===== src/rtl/i2cc_pkg.sv =====
package i2cc_pkg;

  localparam int CTL_W  = 8;
  localparam int B_EN   = 6;
  localparam int B_STA  = 5;
  localparam int B_STO  = 4;
  localparam int B_SI   = 3;
  localparam int B_AA   = 2;
  localparam int B_CSEL = 0;

  typedef enum logic [3:0] {
    ST_REST,
    ST_SETUP,
    ST_RISE,
    ST_FALL,
    ST_LOCK,
    ST_PDN,
    ST_PUP,
    ST_PREL,
    ST_ACK_LO,
    ST_ACK_HI,
    ST_ACK_END
  } seq_st_t;

  // Acknowledge decision: drive ACK only when enabled and a receive context applies.
  function automatic logic ack_decide(input logic aa, input logic own, input logic gc,
                                      input logic gc_en, input logic mrx, input logic srx);
    return aa & (own | (gc & gc_en) | mrx | srx);
  endfunction

  // Line drive per state, returned as {sda_oe, scl_oe}.
  function automatic logic [1:0] line_drive(input seq_st_t st, input logic ack, input logic si);
    logic [1:0] d;
    case (st)
      ST_REST:    d = {1'b0, si};
      ST_SETUP:   d = 2'b01;
      ST_RISE:    d = 2'b00;
      ST_FALL:    d = 2'b10;
      ST_LOCK:    d = 2'b11;
      ST_PDN:     d = 2'b11;
      ST_PUP:     d = 2'b10;
      ST_PREL:    d = 2'b00;
      ST_ACK_LO:  d = {ack, 1'b1};
      ST_ACK_HI:  d = {ack, 1'b0};
      ST_ACK_END: d = {ack, 1'b1};
      default:    d = 2'b00;
    endcase
    return d;
  endfunction

  // States in which SCL is released and must be seen high before moving on.
  function automatic logic waits_scl(input seq_st_t st);
    return (st == ST_RISE) || (st == ST_PUP) || (st == ST_ACK_HI);
  endfunction

  function automatic logic [CTL_W-1:0] pack_ctl(input logic en, input logic sta, input logic sto,
                                                input logic si, input logic aa, input logic csel);
    logic [CTL_W-1:0] r;
    r         = '0;
    r[B_EN]   = en;
    r[B_STA]  = sta;
    r[B_STO]  = sto;
    r[B_SI]   = si;
    r[B_AA]   = aa;
    r[B_CSEL] = csel;
    return r;
  endfunction

endpackage


===== src/rtl/i2cc_sync.sv =====
module i2cc_sync #(
  parameter int STAGES = 2
) (
  input  logic clk,
  input  logic rst_n,
  input  logic d,
  output logic q
);
  logic [STAGES-1:0] ff;

  always_ff @(posedge clk or negedge rst_n) begin
    if (!rst_n) ff[0] <= 1'b1;
    else        ff[0] <= d;
  end

  generate
    for (genvar i = 1; i < STAGES; i++) begin : g_stage
      always_ff @(posedge clk or negedge rst_n) begin
        if (!rst_n) ff[i] <= 1'b1;
        else        ff[i] <= ff[i-1];
      end
    end
  endgenerate

  assign q = ff[STAGES-1];
endmodule


===== src/rtl/i2cc_regs.sv =====
module i2cc_regs
  import i2cc_pkg::*;
(
  input  logic             clk,
  input  logic             rst_n,
  input  logic             wr_en,
  input  logic [CTL_W-1:0] wr_data,
  input  logic             set_si,
  input  logic             clr_sto,
  output logic             en,
  output logic             sta,
  output logic             sto,
  output logic             si,
  output logic             aa,
  output logic [CTL_W-1:0] rd_data
);
  logic csel;
  logic unused_rsv;

  assign unused_rsv = ^{wr_data[7], wr_data[1]};

  always_ff @(posedge clk or negedge rst_n) begin
    if (!rst_n) begin
      en   <= 1'b0;
      sta  <= 1'b0;
      aa   <= 1'b0;
      csel <= 1'b0;
    end else if (wr_en) begin
      en   <= wr_data[B_EN];
      sta  <= wr_data[B_STA];
      aa   <= wr_data[B_AA];
      csel <= wr_data[B_CSEL];
    end
  end

  // Stop bit: a CPU write takes priority over the hardware clear.
  always_ff @(posedge clk or negedge rst_n) begin
    if (!rst_n)       sto <= 1'b0;
    else if (wr_en)   sto <= wr_data[B_STO];
    else if (clr_sto) sto <= 1'b0;
  end

  // Interrupt flag: a hardware set takes priority; the CPU can only clear it.
  always_ff @(posedge clk or negedge rst_n) begin
    if (!rst_n)                         si <= 1'b0;
    else if (set_si)                    si <= 1'b1;
    else if (wr_en && !wr_data[B_SI])   si <= 1'b0;
  end

  assign rd_data = pack_ctl(en, sta, sto, si, aa, csel);
endmodule


===== src/rtl/i2cc_seq.sv =====
module i2cc_seq
  import i2cc_pkg::*;
(
  input  logic clk,
  input  logic rst_n,
  input  logic en,
  input  logic sta,
  input  logic sto,
  input  logic si,
  input  logic bus_master,
  input  logic tick,
  input  logic scl_hi,
  input  logic ack_slot,
  input  logic ack_bit,
  output logic sda_oe,
  output logic scl_oe,
  output logic set_si,
  output logic clr_sto,
  output logic ack_take,
  output logic busy
);
  seq_st_t st, st_nxt;
  logic    ack_q, ack_nxt;
  logic    adv;

  assign adv = tick && (!waits_scl(st) || scl_hi);

  always_comb begin
    st_nxt   = st;
    ack_nxt  = ack_q;
    set_si   = 1'b0;
    clr_sto  = 1'b0;
    ack_take = 1'b0;
    case (st)
      ST_REST: begin
        if (!si) begin
          if (sto) begin
            if (bus_master) st_nxt = ST_PDN;
            else            clr_sto = 1'b1;   // internal stop only
          end else if (sta) begin
            st_nxt = bus_master ? ST_SETUP : ST_RISE;
          end else if (ack_slot) begin
            st_nxt   = ST_ACK_LO;
            ack_nxt  = ack_bit;
            ack_take = 1'b1;
          end
        end
      end
      ST_SETUP:   if (adv) st_nxt = ST_RISE;
      ST_RISE:    if (adv) st_nxt = ST_FALL;
      ST_FALL:    if (adv) st_nxt = ST_LOCK;
      ST_LOCK: begin
        if (adv) begin
          st_nxt = ST_REST;
          set_si = 1'b1;
        end
      end
      ST_PDN:     if (adv) st_nxt = ST_PUP;
      ST_PUP:     if (adv) st_nxt = ST_PREL;
      ST_PREL: begin
        if (adv) begin
          clr_sto = 1'b1;
          st_nxt  = sta ? ST_RISE : ST_REST;
        end
      end
      ST_ACK_LO:  if (adv) st_nxt = ST_ACK_HI;
      ST_ACK_HI:  if (adv) st_nxt = ST_ACK_END;
      ST_ACK_END: begin
        if (adv) begin
          st_nxt = ST_REST;
          set_si = 1'b1;
        end
      end
      default:    st_nxt = ST_REST;
    endcase
    if (!en) begin
      st_nxt   = ST_REST;
      ack_nxt  = 1'b0;
      set_si   = 1'b0;
      clr_sto  = 1'b0;
      ack_take = 1'b0;
    end
  end

  always_ff @(posedge clk or negedge rst_n) begin
    if (!rst_n) begin
      st    <= ST_REST;
      ack_q <= 1'b0;
    end else begin
      st    <= st_nxt;
      ack_q <= ack_nxt;
    end
  end

  logic [1:0] drv;
  assign drv    = en ? line_drive(st, ack_q, si) : 2'b00;
  assign sda_oe = drv[1];
  assign scl_oe = drv[0];
  assign busy   = (st != ST_REST);
endmodule


===== src/rtl/i2c_ctl_seq.sv =====
module i2c_ctl_seq
  import i2cc_pkg::*;
#(
  parameter int SCL_SYNC = 2
) (
  input  logic             clk,
  input  logic             rst_n,
  input  logic             wr_en,
  input  logic [CTL_W-1:0] wr_data,
  output logic [CTL_W-1:0] rd_data,
  input  logic             bus_master,
  input  logic             own_addr_hit,
  input  logic             gcall_hit,
  input  logic             gcall_en,
  input  logic             mrx_data,
  input  logic             srx_data,
  input  logic             ack_slot,
  input  logic             bit_tick,
  input  logic             scl_in,
  output logic             sda_oe,
  output logic             scl_oe,
  output logic             irq
);
  logic en, sta, sto, si, aa;
  logic seq_done, stop_done, ack_take, busy;
  logic scl_hi, ack_bit;

  assign ack_bit = ack_decide(aa, own_addr_hit, gcall_hit, gcall_en, mrx_data, srx_data);

  i2cc_regs u_regs (
    .clk     (clk),
    .rst_n   (rst_n),
    .wr_en   (wr_en),
    .wr_data (wr_data),
    .set_si  (seq_done),
    .clr_sto (stop_done),
    .en      (en),
    .sta     (sta),
    .sto     (sto),
    .si      (si),
    .aa      (aa),
    .rd_data (rd_data)
  );

  i2cc_sync #(.STAGES(SCL_SYNC)) u_sync (
    .clk   (clk),
    .rst_n (rst_n),
    .d     (scl_in),
    .q     (scl_hi)
  );

  i2cc_seq u_seq (
    .clk        (clk),
    .rst_n      (rst_n),
    .en         (en),
    .sta        (sta),
    .sto        (sto),
    .si         (si),
    .bus_master (bus_master),
    .tick       (bit_tick),
    .scl_hi     (scl_hi),
    .ack_slot   (ack_slot),
    .ack_bit    (ack_bit),
    .sda_oe     (sda_oe),
    .scl_oe     (scl_oe),
    .set_si     (seq_done),
    .clr_sto    (stop_done),
    .ack_take   (ack_take),
    .busy       (busy)
  );

  assign irq = si;
endmodule


===== config.mk =====
export PLATFORM = sky130hd
export DESIGN_NAME = i2c_ctl_seq
export DESIGN_NICKNAME = d
export VERILOG_FILES = /design/src/rtl/i2cc_pkg.sv /design/src/rtl/i2cc_sync.sv /design/src/rtl/i2cc_regs.sv /design/src/rtl/i2cc_seq.sv /design/src/rtl/i2c_ctl_seq.sv
export SDC_FILE = /design/constraint.sdc
export NUM_CORES = 1
export LEC_CHECK = 0
export ABC_CLOCK_PERIOD_IN_PS = 5000
export BUFFER_PORTS_ARGS = -buffer_cell sky130_fd_sc_hd__buf_2
export CAP_MARGIN = 20
export CORE_MARGIN = 2
export CORE_UTILIZATION = 52
export DETAILED_ROUTE_END_ITERATION = 10
export GPL_TIMING_DRIVEN = 1
export PLACE_DENSITY = 0.91
export SYNTH_ARGS = -nofsm -noshare
export SYNTH_HDL_FRONTEND = slang
export SYNTH_SLANG_ARGS = --single-unit

===== constraint.sdc =====
create_clock -name clk -period 5 [get_ports clk]
set_clock_uncertainty 0.15 [all_clocks]
set_input_delay 0.25 -clock clk [delete_from_list [all_inputs] [get_ports clk]]
set_output_delay 0.25 -clock clk [all_outputs]
set_load 0.03 [all_outputs]

# == Word level (Yosys, flattened, before mapping) ==
# Cells that the tools add are included.
# op_classes
addsub,0
mul,0
n_div,0
n_lt_le_gt_ge,0
n_eq_ne,27
shift,0
n_mux,38
n_bitwise,5
n_reduce_logical,16
# op_table
cell,n
two-way mux 4 bit,15
case mux 4 bit (10 select lines),1
!= test 3 x 2 -> 1 bit (second input constant),9
two-way mux 1 bit,17
== test 4 x 3 -> 1 bit (second input constant),4
== test 4 bit (second input constant),3
case mux 2 bit (6 select lines),1
AND reduction 12 bit,1
== test 4 x 2 -> 1 bit (second input constant),2
!= test 2 bit (second input constant),4
OR reduction 2 bit,4
two-way mux 2 bit,3
!= test 5 bit (second input constant),1
AND reduction 5 bit,1
== test 4 x 1 -> 1 bit (second input constant),1
logical NOT 4 bit,1
!= test 4 bit (second input constant),1
nonzero test 2 bit,2
logical OR 1 bit,3
!= test 3 bit (second input constant),1
OR 1 bit,3
bitwise AND 1 bit,2
logical AND 1 bit,2
logical NOT 1 bit,2
2 further kinds,2
# totals
regBits,13
latch_bits,0
ramBits,0
romBits,0
in_bits,20
output_inout_bits,11
memories,0

# == Longest topological paths before layout ==
# Gate-level depths: netlist of run 1.
# depth
word_depth,11
ltp_mapped,5

# == Hierarchy ==
# From an unflattened synthesis of run 1, not the netlist that was laid out.
# unflattened
cells_unflattened,105
hier_area_um2,915.9
# by_module_without_submodules
mod,instances,cells_each,area_each_um2
i2cc_seq,1,77,530.5
i2cc_regs,1,24,311.5
i2cc_sync,1,2,52.6
i2c_ctl_seq,1,2,21.3

# == Worst setup path after synthesis of run 1 ==
# Ideal clock, no wire load.
# synth_timing
path_kind,reg-to-output
startpoint,register u_seq.st[2]
endpoint,output port scl_oe
t_arrival_ns,1.522
required_time_ns,4.600
setup_slack_ns,3.078
stages_incl_launch_ff,5
path_buffers,1
cell_sequence,dfrtp_1 > clkbuf_1 > nor2_1 > nand2_1 > a21boi_0
# synth_via
elab_chain_len,4
elab_cells_between_ends,14
classes_between,8 x eq/ne; 2 x mux; 4 x reduce/logical
# synth_lines
item,line,text
from (decl),i2cc_seq.sv:22,"seq_st_t st, st_nxt;"
from (signal assigned),i2cc_seq.sv:90,st <= st_nxt;
== test 4 bit (tied with other cells),i2cc_pkg.sv:34,case (st)
OR reduction 2 bit (no source line),--,
case mux 2 bit (6 select lines) *,i2cc_pkg.sv:34,
two-way mux 2 bit *,i2cc_seq.sv:96,"assign drv = en ? line_drive(st, ack_q, si) : 2'b00;"
to (decl),i2c_ctl_seq.sv:21,"output logic scl_oe,"
# Mark *: on every way between the ends. The rest lies on a longest branch, timed or not.

# == Worst setup path in the final report of run 1 ==
# layout_timing
startpoint,register u_seq.st[2]
endpoint,output port sda_oe
# layout_via
elab_chain_len,4
elab_cells_between_ends,14
classes_between,8 x eq/ne; 2 x mux; 4 x reduce/logical
# layout_lines
item,line,text
== test 4 bit (tied with other cells),i2cc_pkg.sv:34,
OR reduction 2 bit (no source line),--,
case mux 2 bit (6 select lines) *,i2cc_pkg.sv:34,
two-way mux 2 bit *,i2cc_seq.sv:96,
to (decl),i2c_ctl_seq.sv:20,"output logic sda_oe,"
# Marks and branches as above.

==> flow_summary.ini, run 1 <==
[routing]
wl_um = 1875
ant_nets = 0
via_per_inst = 6.093
detail_route.first_pass.iterations = 4
route.detailed.drc = 0
drt-initial-drc-count = 14
vias = 786
wl_per_cell_um = 14.53

[sta]
hold_slack_ns = 0.05272
hold_viol_final = 0
tns_ns = 0
setup-violations-final = 0
fmax_mhz = 466.3
fin_crit_sh_pct = 42.89
drv_slew = 0
rsz0062_at_grt = false
finalCriticalPeriod_ns = 2.144
worst_slack_ns = 2.856

[floorplan]
fp.dieH_um = 45.54
die-area_um2 = 2073
die_w_um = 45.54
core-area_um2 = 1670
rows = 15
start_util_pct = 53.71
ioPinCount = 31

[final_layout]
diodes = 0
syn_to_final_growth_pct = 13.53
drive_above_1_share_pct = 35.71
final_common_cell = buf_2
fin_nets = 133
layout_common_cells = buf_2 (26), dfrtp_1 (11), nand2_1 (7)

[clock_tree]
clk_root_buffer_cell = clkbuf_4
cts_made_buffers = 3
clock_path_buffers = 2
h-tree-depth = 1
cts_setup_buffers = 0
cts_tree = built
insertion_delay_ns = 0.27
cts_hold_buf = 2
path_clk_slew_ns = 0.08
clock-sinks = 13
cts_resized = 0

[placement]
gp_congestion = 0.7974
post-place-ws_ns = 3.049
port_buffers = 26
post-dp-hpwl_um = 1365

[grt]
grt_pass1_vias = 709
grt_pass1_wl_um = 2967
grt_max_degree = 16
antenna_found_initial = 0
gr-total-overflow = 0
track_usage_pct = 20.21

[yosys]
yosysWarningCount = 0
syn-cell-area_um2 = 897.1
synth_cells = 92
ys_seq_area_share_pct = 36.54
synth_cell_types = 42
synth_seq_cells = 13
syn_area_per_cell_um2 = 9.751

[critical_path]
critPathRequiredTime_ns = 4.60
worst-setup-path-type = reg -> out
worstPathArrival_ns = 1.74
path_max_fanout = 13
cp_cell_sequence = inv_1, xnor2_1, o21ai_0, and2_1, buf_2
crit_path_end_kind = output port
critPathLaunchType = register
max_stage_delay_ns = 0.60
slowest_stage = dfrtp_1

[pwr]
ir_drop_mv = 0.2997
power_density_nw_per_um2 = 443.1
p_leak_nw = 0.4576

[hold_path]
hp-class = in -> reg

[run_status]
status = finished clean

[run]
drv_cap = 0
==> stage by stage <==
| step | util, % | instance area [µm²] | cells | total power [mW] |
|---|---|---|---|---|
| after floorplan | - | 900.9 | 93 | 0.3474 |
| after global placement | 58.20 | 972.2 | 123 | 0.3759 |
| after detailed placement | 58.20 | 972.2 | 123 | 0.3864 |
| after CTS | 60.97 | 1018 | 129 | 0.4526 |
| after global routing | 60.97 | 1018 | 129 | 0.4803 |
| final | 60.97 | 1018 | 129 | 0.4512 |
==> layer usage <==
| layer | GRT usage (%) | vias up | part of all wire, % |
|---|---|---|---|
| met1 | 24.75 | 388 | 42 |
| met5 | 0 | - | 0 |
| met3 | 3.968 | 4 | 4.4 |
| met2 | 32.39 | 23 | 52 |
| met4 | 12.35 | 0 | 1.5 |
| li1 | - | 371 | - |
==> cells by family (layout without fill, tap and decap cells) <==
group | count (synthesis) | after routing | synth area share [%]
DFF | 13 | 13 | 36.54
other | 1 | 2 | 0.4180
buffers and inverters | 14 | 33 | 9.343
muxes | 9 | 9 | 10.74
and+or+nand+nor | 30 | 30 | 20.50
AOI/OAI and AO/OA | 23 | 23 | 20.50
xor gates and xnor gates | 2 | 2 | 1.953
==> where the power goes <==
group	leakage, nW	internal, mW	switching, mW
Combinational	0.282	0.102	0.111
Clock	0.0150	0.0309	0.0333
Sequential	0.161	0.124	0.0503
Total	0.458	0.257	0.195
==> final cells by class <==
| cell class | instances | area [µm²] |
|---|---|---|
| multi-input cells | 66 | 489.2 |
| repair buffers | 28 | 150.1 |
| clock buffers | 4 | 26.28 |
| fillers | 138 | 651.9 |
| flip-flops and latches | 13 | 327.8 |
| well taps | 17 | 21.27 |
| inverters | 1 | 3.754 |
==> critical path, delay by kind of cell (launching register included) <==
family                    cells  cell delay [ns]
AOI/OAI and AO/OA             1             0.15
xor gates and xnor gates      1             0.17
buffers and inverters         2             0.40
DFF                           1             0.60
and+or+nand+nor               1             0.14
==> cell usage after synthesis <==
| cell type | n | area, µm² |
|---|---|---|
| or3b_2 | 1 | 8.760 |
| o21ai_0 | 2 | 10.01 |
| o31ai_1 | 2 | 15.01 |
| clkbuf_1 | 4 | 15.01 |
| a32o_1 | 1 | 10.01 |
| nand4bb_1 | 1 | 11.26 |
| xnor2_1 | 2 | 17.52 |
| nand4_1 | 1 | 6.260 |
| conb_1 | 1 | 3.750 |
| nor4b_1 | 1 | 8.760 |
| or3_1 | 1 | 6.260 |
| a2111oi_0 | 1 | 8.760 |
| o32ai_2 | 1 | 16.27 |
| a21oi_1 | 3 | 15.01 |
| dfstp_2 | 2 | 52.55 |
| nand3_1 | 1 | 5.000 |
| buf_4 | 8 | 60.06 |
| mux2i_1 | 4 | 40.04 |
| nor2_1 | 3 | 11.26 |
| a21boi_1 | 1 | 7.510 |
| or4b_1 | 1 | 10.01 |
| nand4b_1 | 2 | 17.52 |
| o32a_1 | 1 | 10.01 |
| o22ai_1 | 1 | 6.260 |
| nor2b_1 | 5 | 31.28 |
| or4_4 | 1 | 11.26 |
| a22o_1 | 1 | 8.760 |
| nand2_1 | 7 | 26.28 |
| o31ai_2 | 1 | 12.51 |
| nand2b_1 | 2 | 12.51 |
| o21a_1 | 2 | 15.01 |
| a211o_1 | 1 | 8.760 |
| buf_2 | 1 | 5.000 |
| and2_1 | 2 | 12.51 |
| a221oi_1 | 1 | 8.760 |
| nor3_1 | 1 | 5.000 |
| o21bai_1 | 1 | 7.510 |
| mux2_2 | 5 | 56.30 |
| a21boi_0 | 2 | 15.01 |
| dfrtp_1 | 11 | 275.3 |
| inv_1 | 1 | 3.750 |
| o311ai_1 | 1 | 8.760 |
==> worst paths after layout <==
path / endpoint / cells past startpoint / start / slack [ns]
worst min register to register: u_sync.q$_DFF_PN1_ / 0 / u_sync.ff[0]$_DFF_PN1_ / 0.21
worst max register to register: u_regs.sto$_DFFE_PN0P_ / 4 / u_seq.st[3]$_DFFE_PN0P_ / 3.02
worst max-delay path: sda_oe / 5 / u_seq.st[2]$_DFFE_PN0P_ / 2.86
worst min-delay path: u_regs.sta$_DFFE_PN0P_ / 2 / wr_data[5] / 0.05
max in group asynchronous: u_sync.q$_DFF_PN1_ / 2 / rst_n / 4.19
min in group asynchronous: u_seq.st[2]$_DFFE_PN0P_ / 2 / rst_n / 0.23
==> state kept, by name (all words and copies together) (netlist names) <==
name and flops:
u_regs.aa 1, u_regs.csel 1, u_regs.en 1, u_regs.si 1, u_regs.sta 1, u_regs.sto 1
u_seq.ack_q 1, u_seq.st 4, u_sync.ff 1, u_sync.q 1
No activity file was read; power rests on OpenSTA's default activity.
==> run 2: changes to the inputs <==
--- a/config.mk
+++ b/config.mk
@@ -5,14 +5,15 @@
 export SDC_FILE = /design/constraint.sdc
 export NUM_CORES = 1
 export LEC_CHECK = 0
-export ABC_CLOCK_PERIOD_IN_PS = 5000
+export ABC_CLOCK_PERIOD_IN_PS = 1880
 export BUFFER_PORTS_ARGS = -buffer_cell sky130_fd_sc_hd__buf_2
 export CAP_MARGIN = 20
+export CORE_ASPECT_RATIO = 0.7
 export CORE_MARGIN = 2
-export CORE_UTILIZATION = 52
+export CORE_UTILIZATION = 44
 export DETAILED_ROUTE_END_ITERATION = 10
 export GPL_TIMING_DRIVEN = 1
-export PLACE_DENSITY = 0.91
+export PLACE_DENSITY = 0.82
 export SYNTH_ARGS = -nofsm -noshare
 export SYNTH_HDL_FRONTEND = slang
 export SYNTH_SLANG_ARGS = --single-unit
==> constraint.sdc (replaced) <==
create_clock -name clk -period 1.88 [get_ports clk]
set_clock_uncertainty 0.15 [all_clocks]
set_input_delay 0.094 -clock clk [delete_from_list [all_inputs] [get_ports clk]]
set_output_delay 0.094 -clock clk [all_outputs]
set_load 0.03 [all_outputs]
==> run 2 against run 1 <==
Effect of this change: utilization decreased by 0.16 points; sequential share of layout area decreased by 3.5 points; first-iteration DRC count increased to 2.5 times the previous value; sequential power increased by 120%; final cell count increased by 14%; hold slack got worse by 0.035 ns; clock power increased to 2.6 times the previous value; combinational power increased to 3.5 times the previous value; via count increased by 5.1%; global-route usage decreased by 2.2 points; non-clock buffer count increased by 13; wire length increased by 12%; largest cell class unchanged; largest power group unchanged.
==> flow_summary.ini, run 2 (synthesized netlist as in run 1, its figures left out) <==
[placement]
post_dp_cell_area_um2 = 1023
gp_congestion = 0.9254
post-dp-hpwl_um = 1601
port_buffers = 26

[clock_tree]
path_clk_slew_ns = 0.08
insertion_delay_ns = 0.27
h-tree-depth = 1
cts_tree = built
clock_path_buffers = 2
cts_made_buffers = 3
clock-sinks = 13
clk_root_buffer_cell = clkbuf_4

[floorplan]
fp.dieH_um = 41.78
ioPinCount = 31
core-area_um2 = 1887
die_w_um = 57.97
die-area_um2 = 2422
rows = 13
start_util_pct = 47.55

[pwr]
power_density_nw_per_um2 = 1135
ir_drop_mv = 0.8181
p_leak_nw = 0.5184

[critical_path]
critPathLaunchType = register
worst-setup-path-type = reg -> out
path_max_fanout = 12
critPathRequiredTime_ns = 1.64
crit_path_end_kind = output port
worstPathArrival_ns = 1.60

[grt]
gr-total-overflow = 0
grt_pass1_wl_um = 3422
track_usage_pct = 17.99
grt_max_degree = 15
antenna_found_initial = 0
grt_pass1_vias = 776

[final_layout]
fin_area_um2 = 1147
regArea_um2 = 329.1
utilization_pct = 60.81
largest_register = u_seq.st
syn_to_final_growth_pct = 27.89
multi_input_area_um2 = 491.7
largest_reg_flops = 4
final_common_cell = buf_2
fin_nets = 146
layout_common_cells = buf_2 (25), dfrtp_1 (10), dlygate4sd3_1 (8)
drive_above_1_share_pct = 39.20
diodes = 0
nFillCells = 166

[run]
drv_cap = 0

[sta]
fmax_mhz = 541.4
fin_crit_sh_pct = 98.25
finalCriticalPeriod_ns = 1.847
tns_ns = 0
rsz0062_at_grt = true
hold_viol_final = 0
setup-violations-final = 0
drv_slew = 0

[run_status]
status = finished clean

[routing]
drt-initial-drc-count = 35
wl_per_cell_um = 14.24
ant_nets = 0
via_per_inst = 5.619
detail_route.first_pass.iterations = 4
vias = 826
route.detailed.drc = 0
wl_um = 2093

[hold_path]
hp-class = in -> reg
[run 2: cell types whose count changed in the layout (fill, tap and decap cells not counted), sizes merged]
| cell | previous run | this run |
|---|---|---|
| dlygate4sd3 | 2 | 8 |
| buf | 26 | 32 |
| clkbuf | 4 | 5 |
[run 2: worst paths after layout]
kind	from	cells after the start	to	slack, ns
setup / recovery	u_seq.st[2]$_DFFE_PN0P_	6	sda_oe	0.03
hold / removal	wr_en	2	u_regs.en$_DFFE_PN0P_	0.02
setup reg to reg	u_seq.st[3]$_DFFE_PN0P_	4	u_regs.sto$_DFFE_PN0P_	0.08
hold reg to reg	u_sync.ff[0]$_DFF_PN1_	0	u_sync.q$_DFF_PN1_	0.21
max in group asynchronous	rst_n	2	u_sync.q$_DFF_PN1_	1.20
min in group asynchronous	rst_n	2	u_regs.en$_DFFE_PN0P_	0.10
[run 2: routing by layer]
layer	part of all wire (%)	track usage, %
met3	7.0	2.181
met4	0.53	5.581
met2	45	28.41
met1	48	25.58
met5	0	0
[run 2: timing repair]
| action | in CTS | in global routing |
|---|---|---|
| hold endpoints to repair | 20 | 0 |
| resized for setup | 1 | 3 |
| setup endpoints to repair | 1 | 2 |
| setup buffers | 0 | 1 |
| hold buffers | 8 | 0 |
[run 2: area by class of cell]
type,count,area share (%)
multi-input combinational,66,42.86
sequential,13,28.68
inverter,1,0.3272
clock buffer,4,2.290
tap,22,2.399
timing repair buffer,41,23.45
[run 2: critical path, cell delays in order (launching register included)]
cell and delay (ns):
dfrtp_1 0.40, buf_4 0.18, inv_1 0.18, xnor2_1 0.10, o21ai_0 0.15, and2_1 0.14, clkbuf_4 0.18
[run 2: metrics by stage]
step | hold slack (ns) | std cells | power (mW) | setup WS, ns
finish | 0.01731 | 147 | 1.303 | 0.03281
global route | 0.03199 | 147 | 1.378 | -0.003251
CTS | 0.02083 | 146 | 1.286 | 0.03074
detailed placement | -0.1512 | 134 | 1.103 | 0.09948
global placement | -0.1606 | 134 | 1.074 | 0.1173
floorplan | -0.3516 | 93 | 0.9238 | 0.1141
[run 2: where the power goes]
group	internal (mW)	total [mW]	switching, mW
logic	0.345	0.743	0.398
registers	0.333	0.392	0.0592
clock network	0.0820	0.168	0.0856
total	0.760	1.30	0.543
